--- config.mk ---
export PLATFORM = sky130hd
export DESIGN_NAME = pcm_tdm_port
export DESIGN_NICKNAME = d
export VERILOG_FILES = /design/src/rtl/pcm_tdm_pkg.sv /design/src/rtl/pcm_in_sync.sv /design/src/rtl/pcm_frame_timer.sv /design/src/rtl/pcm_rx_path.sv /design/src/rtl/pcm_tx_path.sv /design/src/rtl/pcm_tdm_port.sv
export SDC_FILE = /design/constraint.sdc
export NUM_CORES = 1
export LEC_CHECK = 0
export ABC_CLOCK_PERIOD_IN_PS = 3720
export CORE_ASPECT_RATIO = 1.5
export CORE_MARGIN = 3
export CORE_UTILIZATION = 45
export DETAILED_ROUTE_END_ITERATION = 8
export PLACE_DENSITY = 0.62
export SLEW_MARGIN = 20
export SYNTH_ARGS = -nofsm -noshare
export SYNTH_HDL_FRONTEND = slang
export SYNTH_HIERARCHICAL = 1
export SYNTH_SLANG_ARGS = --single-unit
--- constraint.sdc ---
create_clock -name clk -period 3.72 [get_ports clk]
set_clock_uncertainty 0.1 [all_clocks]
set_input_delay 0.558 -clock clk [delete_from_list [all_inputs] [get_ports clk]]
set_output_delay 0.558 -clock clk [all_outputs]
set_load 0.01 [all_outputs]
--- src/rtl/pcm_tdm_pkg.sv ---
package pcm_tdm_pkg;
  typedef enum logic {
    RATE_SINGLE = 1'b0,
    RATE_DOUBLE = 1'b1
  } rate_e;
endpackage

--- src/rtl/pcm_in_sync.sv ---
module pcm_in_sync #(
  parameter int STAGES = 2
) (
  input  logic clk,
  input  logic rst,
  input  logic dclk_i,
  input  logic fsync_i,
  input  logic rxd_i,
  output logic rise_o,
  output logic fall_o,
  output logic fsync_o,
  output logic rxd_o
);
  logic [STAGES:0]   dclk_sh;
  logic [STAGES-1:0] fsync_sh;
  logic [STAGES-1:0] rxd_sh;

  always_ff @(posedge clk) begin
    if (rst) begin
      dclk_sh  <= '0;
      fsync_sh <= '0;
      rxd_sh   <= '0;
    end else begin
      dclk_sh  <= {dclk_sh[STAGES-1:0], dclk_i};
      fsync_sh <= {fsync_sh[STAGES-2:0], fsync_i};
      rxd_sh   <= {rxd_sh[STAGES-2:0], rxd_i};
    end
  end

  // data and sync travel through the same depth as the clock
  assign rise_o  = dclk_sh[STAGES-1] & ~dclk_sh[STAGES];
  assign fall_o  = ~dclk_sh[STAGES-1] & dclk_sh[STAGES];
  assign fsync_o = fsync_sh[STAGES-1];
  assign rxd_o   = rxd_sh[STAGES-1];
endmodule

--- src/rtl/pcm_frame_timer.sv ---
module pcm_frame_timer
  import pcm_tdm_pkg::*;
#(
  parameter int SLOTS = 32,
  parameter int BITS  = 8,
  localparam int SW = $clog2(SLOTS),
  localparam int BW = $clog2(BITS)
) (
  input  logic          clk,
  input  logic          rst,
  input  rate_e         mode_i,
  input  logic          fall_i,
  input  logic          fsync_i,
  output logic          samp_o,
  output logic          sof_o,
  output logic [SW-1:0] pos_slot_o,
  output logic [BW-1:0] pos_bit_o,
  output logic [SW-1:0] slot_q_o,
  output logic [BW-1:0] bit_q_o,
  output logic          err_o
);
  localparam logic [BW-1:0] TOP_BIT   = BW'(BITS - 1);
  localparam logic [SW-1:0] LAST_SLOT = SW'(SLOTS - 1);

  logic          ph_q;
  logic          locked_q;
  logic          err_q;
  logic [SW-1:0] slot_q;
  logic [BW-1:0] bit_q;
  logic          samp;
  logic          sof;
  logic [SW-1:0] pos_slot;
  logic [BW-1:0] pos_bit;

  // unlocked double-rate: any falling edge with sync high becomes the sampling edge
  always_comb begin
    samp     = fall_i && (mode_i == RATE_SINGLE || ph_q || (!locked_q && fsync_i));
    sof      = samp && fsync_i;
    pos_slot = sof ? '0 : slot_q;
    pos_bit  = sof ? TOP_BIT : bit_q;
  end

  always_ff @(posedge clk) begin
    if (rst) begin
      ph_q     <= 1'b0;
      locked_q <= 1'b0;
      err_q    <= 1'b0;
      slot_q   <= '0;
      bit_q    <= TOP_BIT;
    end else begin
      if (fall_i) ph_q <= !samp;
      if (samp) begin
        if (sof) locked_q <= 1'b1;
        if (sof && locked_q && (slot_q != '0 || bit_q != TOP_BIT)) err_q <= 1'b1;
        if (pos_bit == '0) begin
          bit_q  <= TOP_BIT;
          slot_q <= (pos_slot == LAST_SLOT) ? '0 : pos_slot + 1'b1;
        end else begin
          bit_q  <= pos_bit - 1'b1;
          slot_q <= pos_slot;
        end
      end
    end
  end

  assign samp_o     = samp;
  assign sof_o      = sof;
  assign pos_slot_o = pos_slot;
  assign pos_bit_o  = pos_bit;
  assign slot_q_o   = slot_q;
  assign bit_q_o    = bit_q;
  assign err_o      = err_q;

  a_r8_err_sticky: assert property (@(posedge clk) disable iff (rst)
    err_q |=> err_q);

  a_r1_resync_pos: assert property (@(posedge clk) disable iff (rst)
    sof |=> (slot_q == '0 && bit_q == TOP_BIT - 1'b1));
endmodule

--- src/rtl/pcm_rx_path.sv ---
module pcm_rx_path #(
  parameter int SLOTS = 32,
  parameter int BITS  = 8,
  localparam int SW = $clog2(SLOTS),
  localparam int BW = $clog2(BITS)
) (
  input  logic            clk,
  input  logic            rst,
  input  logic            samp_i,
  input  logic            sof_i,
  input  logic            rxd_i,
  input  logic [SW-1:0]   pos_slot_i,
  input  logic [BW-1:0]   pos_bit_i,
  input  logic [SW-1:0]   rd_slot_i,
  input  logic [BITS-1:0] prefix_i,
  output logic [2*BITS-1:0] rdata_o
);
  logic [BITS-2:0] sh_q;
  logic [BITS-1:0] byte_w;
  logic            wbank_q;
  logic [BITS-1:0] mem [2*SLOTS];
  logic [BITS-1:0] rd_q;
  logic [BITS-1:0] pfx_q;

  assign byte_w = {sh_q, rxd_i};

  always_ff @(posedge clk) begin
    if (rst) begin
      sh_q    <= '0;
      wbank_q <= 1'b0;
    end else begin
      if (samp_i) sh_q <= byte_w[BITS-2:0];
      if (sof_i) wbank_q <= ~wbank_q;
    end
  end

  // serial write port into the live bank
  always_ff @(posedge clk) begin
    if (samp_i && pos_bit_i == '0) mem[{wbank_q, pos_slot_i}] <= byte_w;
  end

  // processor read port on the settled bank
  always_ff @(posedge clk) begin
    if (rst) begin
      rd_q  <= '0;
      pfx_q <= '0;
    end else begin
      rd_q  <= mem[{~wbank_q, rd_slot_i}];
      pfx_q <= prefix_i;
    end
  end

  assign rdata_o = {pfx_q, rd_q};

  a_r3_prefix_high: assert property (@(posedge clk) disable iff (rst)
    !$past(rst) |-> rdata_o[2*BITS-1:BITS] == $past(prefix_i));
endmodule

--- src/rtl/pcm_tx_path.sv ---
module pcm_tx_path #(
  parameter int SLOTS = 32,
  parameter int BITS  = 8,
  localparam int SW = $clog2(SLOTS),
  localparam int BW = $clog2(BITS)
) (
  input  logic            clk,
  input  logic            rst,
  input  logic            rise_i,
  input  logic            samp_i,
  input  logic [SW-1:0]   slot_q_i,
  input  logic [BW-1:0]   bit_q_i,
  input  logic            we_i,
  input  logic [SW-1:0]   wr_slot_i,
  input  logic [BITS-1:0] wdata_i,
  output logic            txd_o
);
  localparam logic [BW-1:0] TOP_BIT = BW'(BITS - 1);

  logic            pend_q;
  logic            sbank_q;
  logic [BITS-1:0] mem [2*SLOTS];
  logic [BITS-1:0] rd_q;
  logic [BITS-1:0] sr_q;
  logic [SW:0]     rd_addr;
  logic            shift_now;

  // prefetch the byte of the coming slot; slot 0 comes from the bank about to take over
  assign rd_addr   = {(slot_q_i == '0) ? ~sbank_q : sbank_q, slot_q_i};
  assign shift_now = rise_i && pend_q;

  always_ff @(posedge clk) begin
    if (we_i) mem[{~sbank_q, wr_slot_i}] <= wdata_i;
    rd_q <= mem[rd_addr];
  end

  always_ff @(posedge clk) begin
    if (rst) begin
      pend_q  <= 1'b0;
      sbank_q <= 1'b0;
      sr_q    <= '0;
    end else begin
      if (samp_i) pend_q <= 1'b1;
      else if (rise_i) pend_q <= 1'b0;
      if (shift_now) begin
        if (bit_q_i == TOP_BIT) begin
          sr_q <= rd_q;
          if (slot_q_i == '0) sbank_q <= ~sbank_q;
        end else begin
          sr_q <= {sr_q[BITS-2:0], 1'b0};
        end
      end
    end
  end

  assign txd_o = sr_q[BITS-1];

  a_r4_txd_on_rise: assert property (@(posedge clk) disable iff (rst)
    !rise_i |=> $stable(txd_o));
endmodule

--- src/rtl/pcm_tdm_port.sv ---
module pcm_tdm_port
  import pcm_tdm_pkg::*;
#(
  parameter int SLOTS  = 32,
  parameter int BITS   = 8,
  parameter int STAGES = 2,
  localparam int SW = $clog2(SLOTS),
  localparam int BW = $clog2(BITS)
) (
  input  logic              clk,
  input  logic              rst,
  input  logic              dbl_rate,
  input  logic              dclk,
  input  logic              fsync,
  input  logic              rxd,
  output logic              txd,
  input  logic [SW:0]       cpu_addr,
  input  logic              cpu_we,
  input  logic [BITS-1:0]   cpu_wdata,
  output logic [2*BITS-1:0] cpu_rdata,
  output logic              framing_err
);
  logic            rise, fall, fsync_s, rxd_s;
  logic            samp, sof;
  logic [SW-1:0]   pos_slot, slot_q;
  logic [BW-1:0]   pos_bit, bit_q;
  logic [BITS-1:0] prefix_q;
  logic            tx_we;
  rate_e           mode;

  assign mode  = rate_e'(dbl_rate);
  assign tx_we = cpu_we && !cpu_addr[SW];

  always_ff @(posedge clk) begin
    if (rst) prefix_q <= '0;
    else if (cpu_we && cpu_addr[SW]) prefix_q <= cpu_wdata;
  end

  pcm_in_sync #(.STAGES(STAGES)) u_sync (
    .clk(clk), .rst(rst), .dclk_i(dclk), .fsync_i(fsync), .rxd_i(rxd),
    .rise_o(rise), .fall_o(fall), .fsync_o(fsync_s), .rxd_o(rxd_s)
  );

  pcm_frame_timer #(.SLOTS(SLOTS), .BITS(BITS)) u_timer (
    .clk(clk), .rst(rst), .mode_i(mode), .fall_i(fall), .fsync_i(fsync_s),
    .samp_o(samp), .sof_o(sof), .pos_slot_o(pos_slot), .pos_bit_o(pos_bit),
    .slot_q_o(slot_q), .bit_q_o(bit_q), .err_o(framing_err)
  );

  pcm_rx_path #(.SLOTS(SLOTS), .BITS(BITS)) u_rx (
    .clk(clk), .rst(rst), .samp_i(samp), .sof_i(sof), .rxd_i(rxd_s),
    .pos_slot_i(pos_slot), .pos_bit_i(pos_bit), .rd_slot_i(cpu_addr[SW-1:0]),
    .prefix_i(prefix_q), .rdata_o(cpu_rdata)
  );

  pcm_tx_path #(.SLOTS(SLOTS), .BITS(BITS)) u_tx (
    .clk(clk), .rst(rst), .rise_i(rise), .samp_i(samp), .slot_q_i(slot_q),
    .bit_q_i(bit_q), .we_i(tx_we), .wr_slot_i(cpu_addr[SW-1:0]),
    .wdata_i(cpu_wdata), .txd_o(txd)
  );
endmodule

# Word-level counts from Yosys, hierarchy flattened
# Memories as Yosys holds them, arrays and structs flattened. A register that Yosys moved wholly into a read port is not among the register bits.
# Index checks and enable logic that the tools add are counted.
[totals] input_bits=21 register_bits=52 out_inout_bits=18 ramBits=1024 mem_count=2 word_cells=64
[op_classes] eq_ne=3 n_addsub=2 bitwise=7 n_reduce_logical=22 muxes=13
[memory_table] name="u_rx.mem" words=64 word_bits=8 read_ports=1 rd_clocked_by_memory_dff=1 write_ports=1 line_no="pcm_rx_path.sv:21" source="logic [BITS-1:0] mem [2*SLOTS];"
[memory_table] name="u_tx.mem" words=64 word_bits=8 read_ports=1 rd_clocked_by_memory_dff=1 write_ports=1 line_no="pcm_tx_path.sv:22" source="logic [BITS-1:0] mem [2*SLOTS];"
[op_table] op="$mux 5" n=3
[op_table] op="$logic_and 1x1->1" n=9
[op_table] op="$mux 8" n=1
[op_table] op="$mux 1" n=7
[op_table] op="$mux 3" n=2
[op_table] op="$reduce_and 2->1" n=3
[op_table] op="$add 5x1->5 const B" n=1
[op_table] op="$eq 5x5->1 const B" n=1
[op_table] op="$logic_not 5->1" n=1
[op_table] op="$not 1->1" n=5
[op_table] op="$reduce_bool 5->1" n=1
[op_table] op="$eq 3x3->1 const B" n=1
[op_table] op="$logic_not 1->1" n=3
[op_table] op="$logic_not 3->1" n=1
[op_table] op="$logic_or 1x1->1" n=3
[op_table] op="$ne 3x3->1 const B" n=1
[op_table] op="$sub 3x1->3 const B" n=1
[op_table] op="$and 1x1->1" n=2
[op_table] op="$reduce_bool 2->1" n=1

# Longest topological paths before layout
[depth] ltp_word=10 ltp_mapped=13 depth_no_buf=11

# By module
# The synthesis kept the hierarchy.
[modules_own_cells] module="pcm_rx_path" cells_per_inst=996 n_inst=1 seq_area_each_um2=15855.2 area_each_um2=20830.0
[modules_own_cells] module="pcm_tx_path" cells_per_inst=1102 n_inst=1 seq_area_each_um2=15735.1 area_each_um2=20733.6
[modules_own_cells] module="pcm_frame_timer" cells_per_inst=83 n_inst=1 seq_area_each_um2=220.2 area_each_um2=646.9
[modules_own_cells] module="pcm_tdm_port" cells_per_inst=38 n_inst=1 seq_area_each_um2=160.2 area_each_um2=381.6
[modules_own_cells] module="pcm_in_sync" cells_per_inst=16 n_inst=1 seq_area_each_um2=140.1 area_each_um2=196.4

# Least setup slack after synthesis
# No wires, ideal clock.
[synth_path] kind="register to register" startpoint="register u_sync.dclk_sh[2]" endpoint="memory u_rx.mem[37][0] (enable)" path_slack_ns=0.926 synth_period_minus_slack_ns=2.794 setup_time_ns=0.370 required_ns=3.250 arrival_time_ns=2.324 path_stages_with_launch=10 n_path_buf=3 path_cell_list="dfxtp_1 -> nor2b_1 -> and2_1 -> and2_4 -> buf_2 -> nor2b_1 -> clkbuf_1 -> or3b_2 -> clkbuf_1 -> nor2_1"
[synth_between] elab_cells_between_ends=9 cone_classes="mux: 4; bitwise: 1; reduce/logical: 4"
[synth_rtl] element="from (decl)" line_no="pcm_in_sync.sv:14" source="logic [STAGES:0] dclk_sh;"
[synth_rtl] element="from (signal assigned)" line_no="pcm_in_sync.sv:24" source="dclk_sh <= {dclk_sh[STAGES-1:0], dclk_i};"
[synth_rtl] element="$and 1x1->1" line_no="pcm_in_sync.sv:32" source="assign fall_o = ~dclk_sh[STAGES-1] & dclk_sh[STAGES];"
[synth_rtl] element="named net fall" line_no="pcm_tdm_port.sv:23" source="logic rise, fall, fsync_s, rxd_s;"
[synth_rtl] element="$logic_and 1x1->1" line_no="pcm_frame_timer.sv:37" source="samp = fall_i && (mode_i == RATE_SINGLE || ph_q || (!locked_q && fsync_i));"
[synth_rtl] element="$logic_and 1x1->1" line_no="pcm_frame_timer.sv:38" source="sof = samp && fsync_i;"
[synth_rtl] element="named net sof" line_no="pcm_tdm_port.sv:24" source="logic samp, sof;"
[synth_rtl] element="$mux 5" line_no="pcm_frame_timer.sv:39" source="pos_slot = sof ? '0 : slot_q;"
[synth_rtl] element="named net pos_slot[4]" line_no="pcm_tdm_port.sv:25" source="logic [SW-1:0] pos_slot, slot_q;"
[synth_rtl] element="to (decl)" line_no="pcm_rx_path.sv:21"
# The timed path passes the listed nets, and every way through them passes these cells.

# Worst setup path in the final report
[layout_path] startpoint="register u_sync.dclk_sh[2]" endpoint="register u_timer.slot_q[3] (netlist: u_timer/slot_q_o[3])"
[layout_between] elab_chain_len=7 elab_cells_between_ends=10 cone_classes="add/sub: 1; eq/ne: 1; mux: 4; bitwise: 1; reduce/logical: 3"
[layout_rtl] element="$and 1x1->1 (*)" line_no="pcm_in_sync.sv:32"
[layout_rtl] element="named net fall" line_no="pcm_tdm_port.sv:23"
[layout_rtl] element="$logic_and 1x1->1 (*)" line_no="pcm_frame_timer.sv:37"
[layout_rtl] element="$logic_and 1x1->1 (*)" line_no="pcm_frame_timer.sv:38"
[layout_rtl] element="named net sof" line_no="pcm_tdm_port.sv:24"
[layout_rtl] element="$mux 5 (*)" line_no="pcm_frame_timer.sv:39"
[layout_rtl] element="named net pos_slot[0]" line_no="pcm_tdm_port.sv:25"
[layout_rtl] element="$add 5x1->5 or $eq 5x5->1 (tied branches)" line_no="pcm_frame_timer.sv:57" source="slot_q <= (pos_slot == LAST_SLOT) ? '0 : pos_slot + 1'b1;"
[layout_rtl] element="$mux 5 (*)" line_no="pcm_frame_timer.sv:57"
[layout_rtl] element="$mux 5 (*)" line_no="pcm_frame_timer.sv:55" source="if (pos_bit == '0) begin"
[layout_rtl] element="to (signal assigned)" line_no="pcm_frame_timer.sv:57"
[layout_rtl] element="to (signal assigned)" line_no="pcm_frame_timer.sv:60" source="slot_q <= pos_slot;"
[layout_rtl] element="to (decl)" line_no="pcm_frame_timer.sv:28" source="logic [SW-1:0] slot_q;"
# Mark *: on every way through the listed nets, which the timed path passes. The rest lies on a longest branch.
# A chain may end at the register's enable or synchronous reset.

==> results.sh <==
export IMPL_maxCapViolCount=0
export IMPL_cts_buffers=101
export IMPL_async_reset_ff_frac=0
export IMPL_h_tree_depth=3
export IMPL_worstRegToRegCells=10
export IMPL_p_leak_uw=0.0152
export IMPL_synth_area_um2=42800
export IMPL_endpoint_kind="flop"
export IMPL_synth_ff_type="edfxtp_1"
export IMPL_post_drt_via_cell_ratio=5.80
export IMPL_grt_pass1_vias=23100
export IMPL_yosysSeqAreaShare=0.750
export IMPL_power_total_uw=24100
export IMPL_die_h_um=384
export IMPL_critical_path_class="flop to flop"
export IMPL_synth_largest_area_cell="edfxtp_1"
export IMPL_fin_area_um2=49000
export IMPL_worstHoldEndpoint="u_tx/mem[8][0]"
export IMPL_ctsRootBufferMaster="clkbuf_16"
export IMPL_portBuffers=38
export IMPL_syn_to_final_growth_pct=14.4
export IMPL_outcome="complete, no violations"
export IMPL_cts_tree="done"
export IMPL_boundaryPins=39
export IMPL_hold_class="input pin to flop"
export IMPL_row_count=137
export IMPL_drt_iter0_drc=1973
export IMPL_yosys_top_cells_count="edfxtp_1 (1024), mux4_2 (181), nor2_1 (175), mux2i_1 (79), mux2_2 (70)"
export IMPL_min_period_ns=2.91
export IMPL_synth_top_area_frac=0.719
export IMPL_synth_edf_count=1024
export IMPL_whs_path_depth=1
export IMPL_placed_area_um2=45700
export IMPL_fin_setup_tns_ns=0
export IMPL_setup_viol=0
export IMPL_ys_types=73
export IMPL_slew_viol_final=0
export IMPL_syn_inst=2235
export IMPL_gr_total_overflow=0
export IMPL_cts_hold_fix_buffers=0
export IMPL_power_density_nw_per_um2=492
export IMPL_initial_core_util=0.457
export IMPL_ctsResizeCount=0
export IMPL_worstMarginPinSlew_ns=1.06
export IMPL_arrival_ns=3.38
export IMPL_routed_wl_um=105000
export IMPL_worstHoldStart="cpu_wdata[0]"
export IMPL_core_um2=93600
export IMPL_yosysWarnings=6
export IMPL_layout_worst_path_cycle_share=0.783
export IMPL_hpwlAfterDp_um=68100
export IMPL_r2r_end="u_timer/slot_q_o[3]"
export IMPL_yosys_top_cells_area="edfxtp_1 (72%), mux4_2 (9.5%), dfxtp_1 (3.2%)"
export IMPL_rsz0062_at_grt="false"
export IMPL_cts_sinks=1092
export IMPL_grt_pass1_wl_um=155000
export IMPL_worstPathRequired_ns=4.19
export IMPL_clkTransAtPathRegs_ns=0.06
export IMPL_place_gp_congestion=0.905
export IMPL_track_usage=0.213
export IMPL_n_fill_cell=7471
export IMPL_reg2reg_setup_slack_ns=0.81
export IMPL_grt_max_degree=67
export IMPL_startpoint_type="flop"
export IMPL_synth_nets=2260
export IMPL_yosysMostFrequentCell="edfxtp_1"
export IMPL_drc=0
export IMPL_clock_fmax_mhz=343
export IMPL_num_vias=22100
export IMPL_die_w_um=258
export IMPL_avgSynthCellArea_um2=19.1
export IMPL_wl_per_cell_um=27.5
export IMPL_cts_path_max_buffers=3
export IMPL_drive_above_1_share=0.263
export IMPL_final_hold_viol_count=0
export IMPL_ys_ff_latch=1092
export IMPL_dieArea_um2=98900
export IMPL_nets=2501
export IMPL_dr_pass1_iters=5
export IMPL_post_cts_buffers=0
export IMPL_relSlewSlack=0.291
export IMPL_reg2reg_from="u_sync/dclk_sh[2]"
export IMPL_worstSkewPairLatency_ns=0.66
export IMPL_antenna_found_initial=2
export IMPL_cp_max_fo=14
export IMPL_vdd_drop_max_uv=452
export IMPL_postRouteAntennaNets=0
==> worst max-delay path: stages (launching register included) <==
cell and delay [ns]:
dfxtp_1 0.32, nor2b_1 0.30, and2_1 0.24, and2_4 0.24, nor2_1 0.14, ha_1 0.26
and3_1 0.19, ha_1 0.23, a21oi_1 0.13, or4b_1 0.46, a31oi_1 0.21
==> report_power, final <==
group / total (uW) / internal [uW] / switching, uW
sequential: 13400 / 13400 / 20.9
combinational: 526 / 180 / 346
clock: 10200 / 5850 / 4320
total: 24100 / 19400 / 4690
==> stage by stage <==
step	hold slack (ns)	utilization	worst slack, ns	instances
floorplan	0.314	-	0.926	2235
global placement	0.320	0.489	0.363	3624
detailed placement	0.322	0.489	0.365	3624
CTS	0.316	0.523	0.812	3805
global route	0.342	0.523	0.627	3805
finish	0.332	0.523	0.808	3807
==> layout make-up <==
class | instances | area [um^2] | share of cell area
Clock buffer | 131 | 2770 | 0.0566
Tap cell | 1251 | 1570 | 0.0320
Sequential cell | 1092 | 32100 | 0.657
Inverter | 23 | 86.3 | 0.00176
Multi-Input combinational cell | 992 | 9760 | 0.199
Clock inverter | 50 | 470 | 0.00961
Antenna cell | 2 | 5.00 | 0.000102
Timing Repair Buffer | 266 | 2170 | 0.0443
==> worst max-delay path by stage <==
stage / startpoint / endpoint
finish: u_sync/dclk_sh[2] / u_timer/slot_q_o[3]
global route: u_sync/dclk_sh[2] / u_rx/mem[7][1]
CTS: u_timer/slot_q_o[0] / u_tx/rd_q[6]
detailed placement: dbl_rate / u_rx/mem[7][4]
global placement: dbl_rate / u_rx/mem[45][1]
floorplan: u_sync/dclk_sh[2] / u_rx/mem[37][0]
==> sequential cells by signal (all words and copies together), names as in the netlist <==
signal            cells
u_rx/mem            512
u_tx/mem            512
prefix_q              8
u_rx/pfx_q            8
u_rx/rd_q             8
u_tx/rd_q             8
u_tx/sr_q             8
u_rx/sh_q             7
u_timer/slot_q_o      5
u_sync/dclk_sh        3
u_timer/bit_q_o       3
u_sync/fsync_sh       2
u_sync/rxd_sh         2
u_rx/wbank_q          1
u_timer/err_o         1
u_timer/locked_q      1
u_timer/ph_q          1
u_tx/pend_q           1
u_tx/sbank_q          1
==> per-layer routing <==
metal / share of wire / global-route usage
met3: 0.053 / 0.0262
met1: 0.37 / 0.254
met5: 0 / 0
met2: 0.54 / 0.386
met4: 0.046 / 0.0950
==> cells in the final DEF, fill, tap and decap left out, types with 9 or more instances in the layout <==
| cell | n |
|---|---|
| a211oi_1 | 31 |
| a21oi_1 | 44 |
| buf_12 | 10 |
| buf_2 | 10 |
| buf_4 | 219 |
| bufinv_16 | 9 |
| clkbuf_1 | 19 |
| clkbuf_16 | 104 |
| clkdlybuf4s50_1 | 25 |
| clkinv_1 | 20 |
| clkinv_2 | 15 |
| dfxtp_1 | 57 |
| dfxtp_4 | 10 |
| edfxtp_1 | 1024 |
| inv_1 | 22 |
| mux2_2 | 70 |
| mux2i_1 | 79 |
| mux4_1 | 15 |
| mux4_2 | 181 |
| nand2_1 | 62 |
| nand2b_1 | 14 |
| nand3_1 | 41 |
| nor2_1 | 174 |
| nor2b_1 | 51 |
| nor3_1 | 21 |
| o211ai_1 | 13 |
| o21ai_0 | 13 |
| o221ai_1 | 31 |
| o22ai_1 | 34 |
==> cell families (layout without fill, tap and decap cells) <==
kind of cell | after synthesis | in the layout | share of synthesized area
buffers and inverters | 151 | 470 | 0.0216
flip-flops | 1092 | 1092 | 0.750
XOR/XNOR | 3 | 3 | 0.000790
adder cells (fa/ha/maj) | 4 | 4 | 0.00117
multiplexers | 345 | 345 | 0.141
AND/OR/NAND/NOR | 405 | 405 | 0.0449
AO/OA/AOI/OAI | 235 | 235 | 0.0397
other | 0 | 2 | 0
Note: power is estimated with default switching activity, not from simulation.
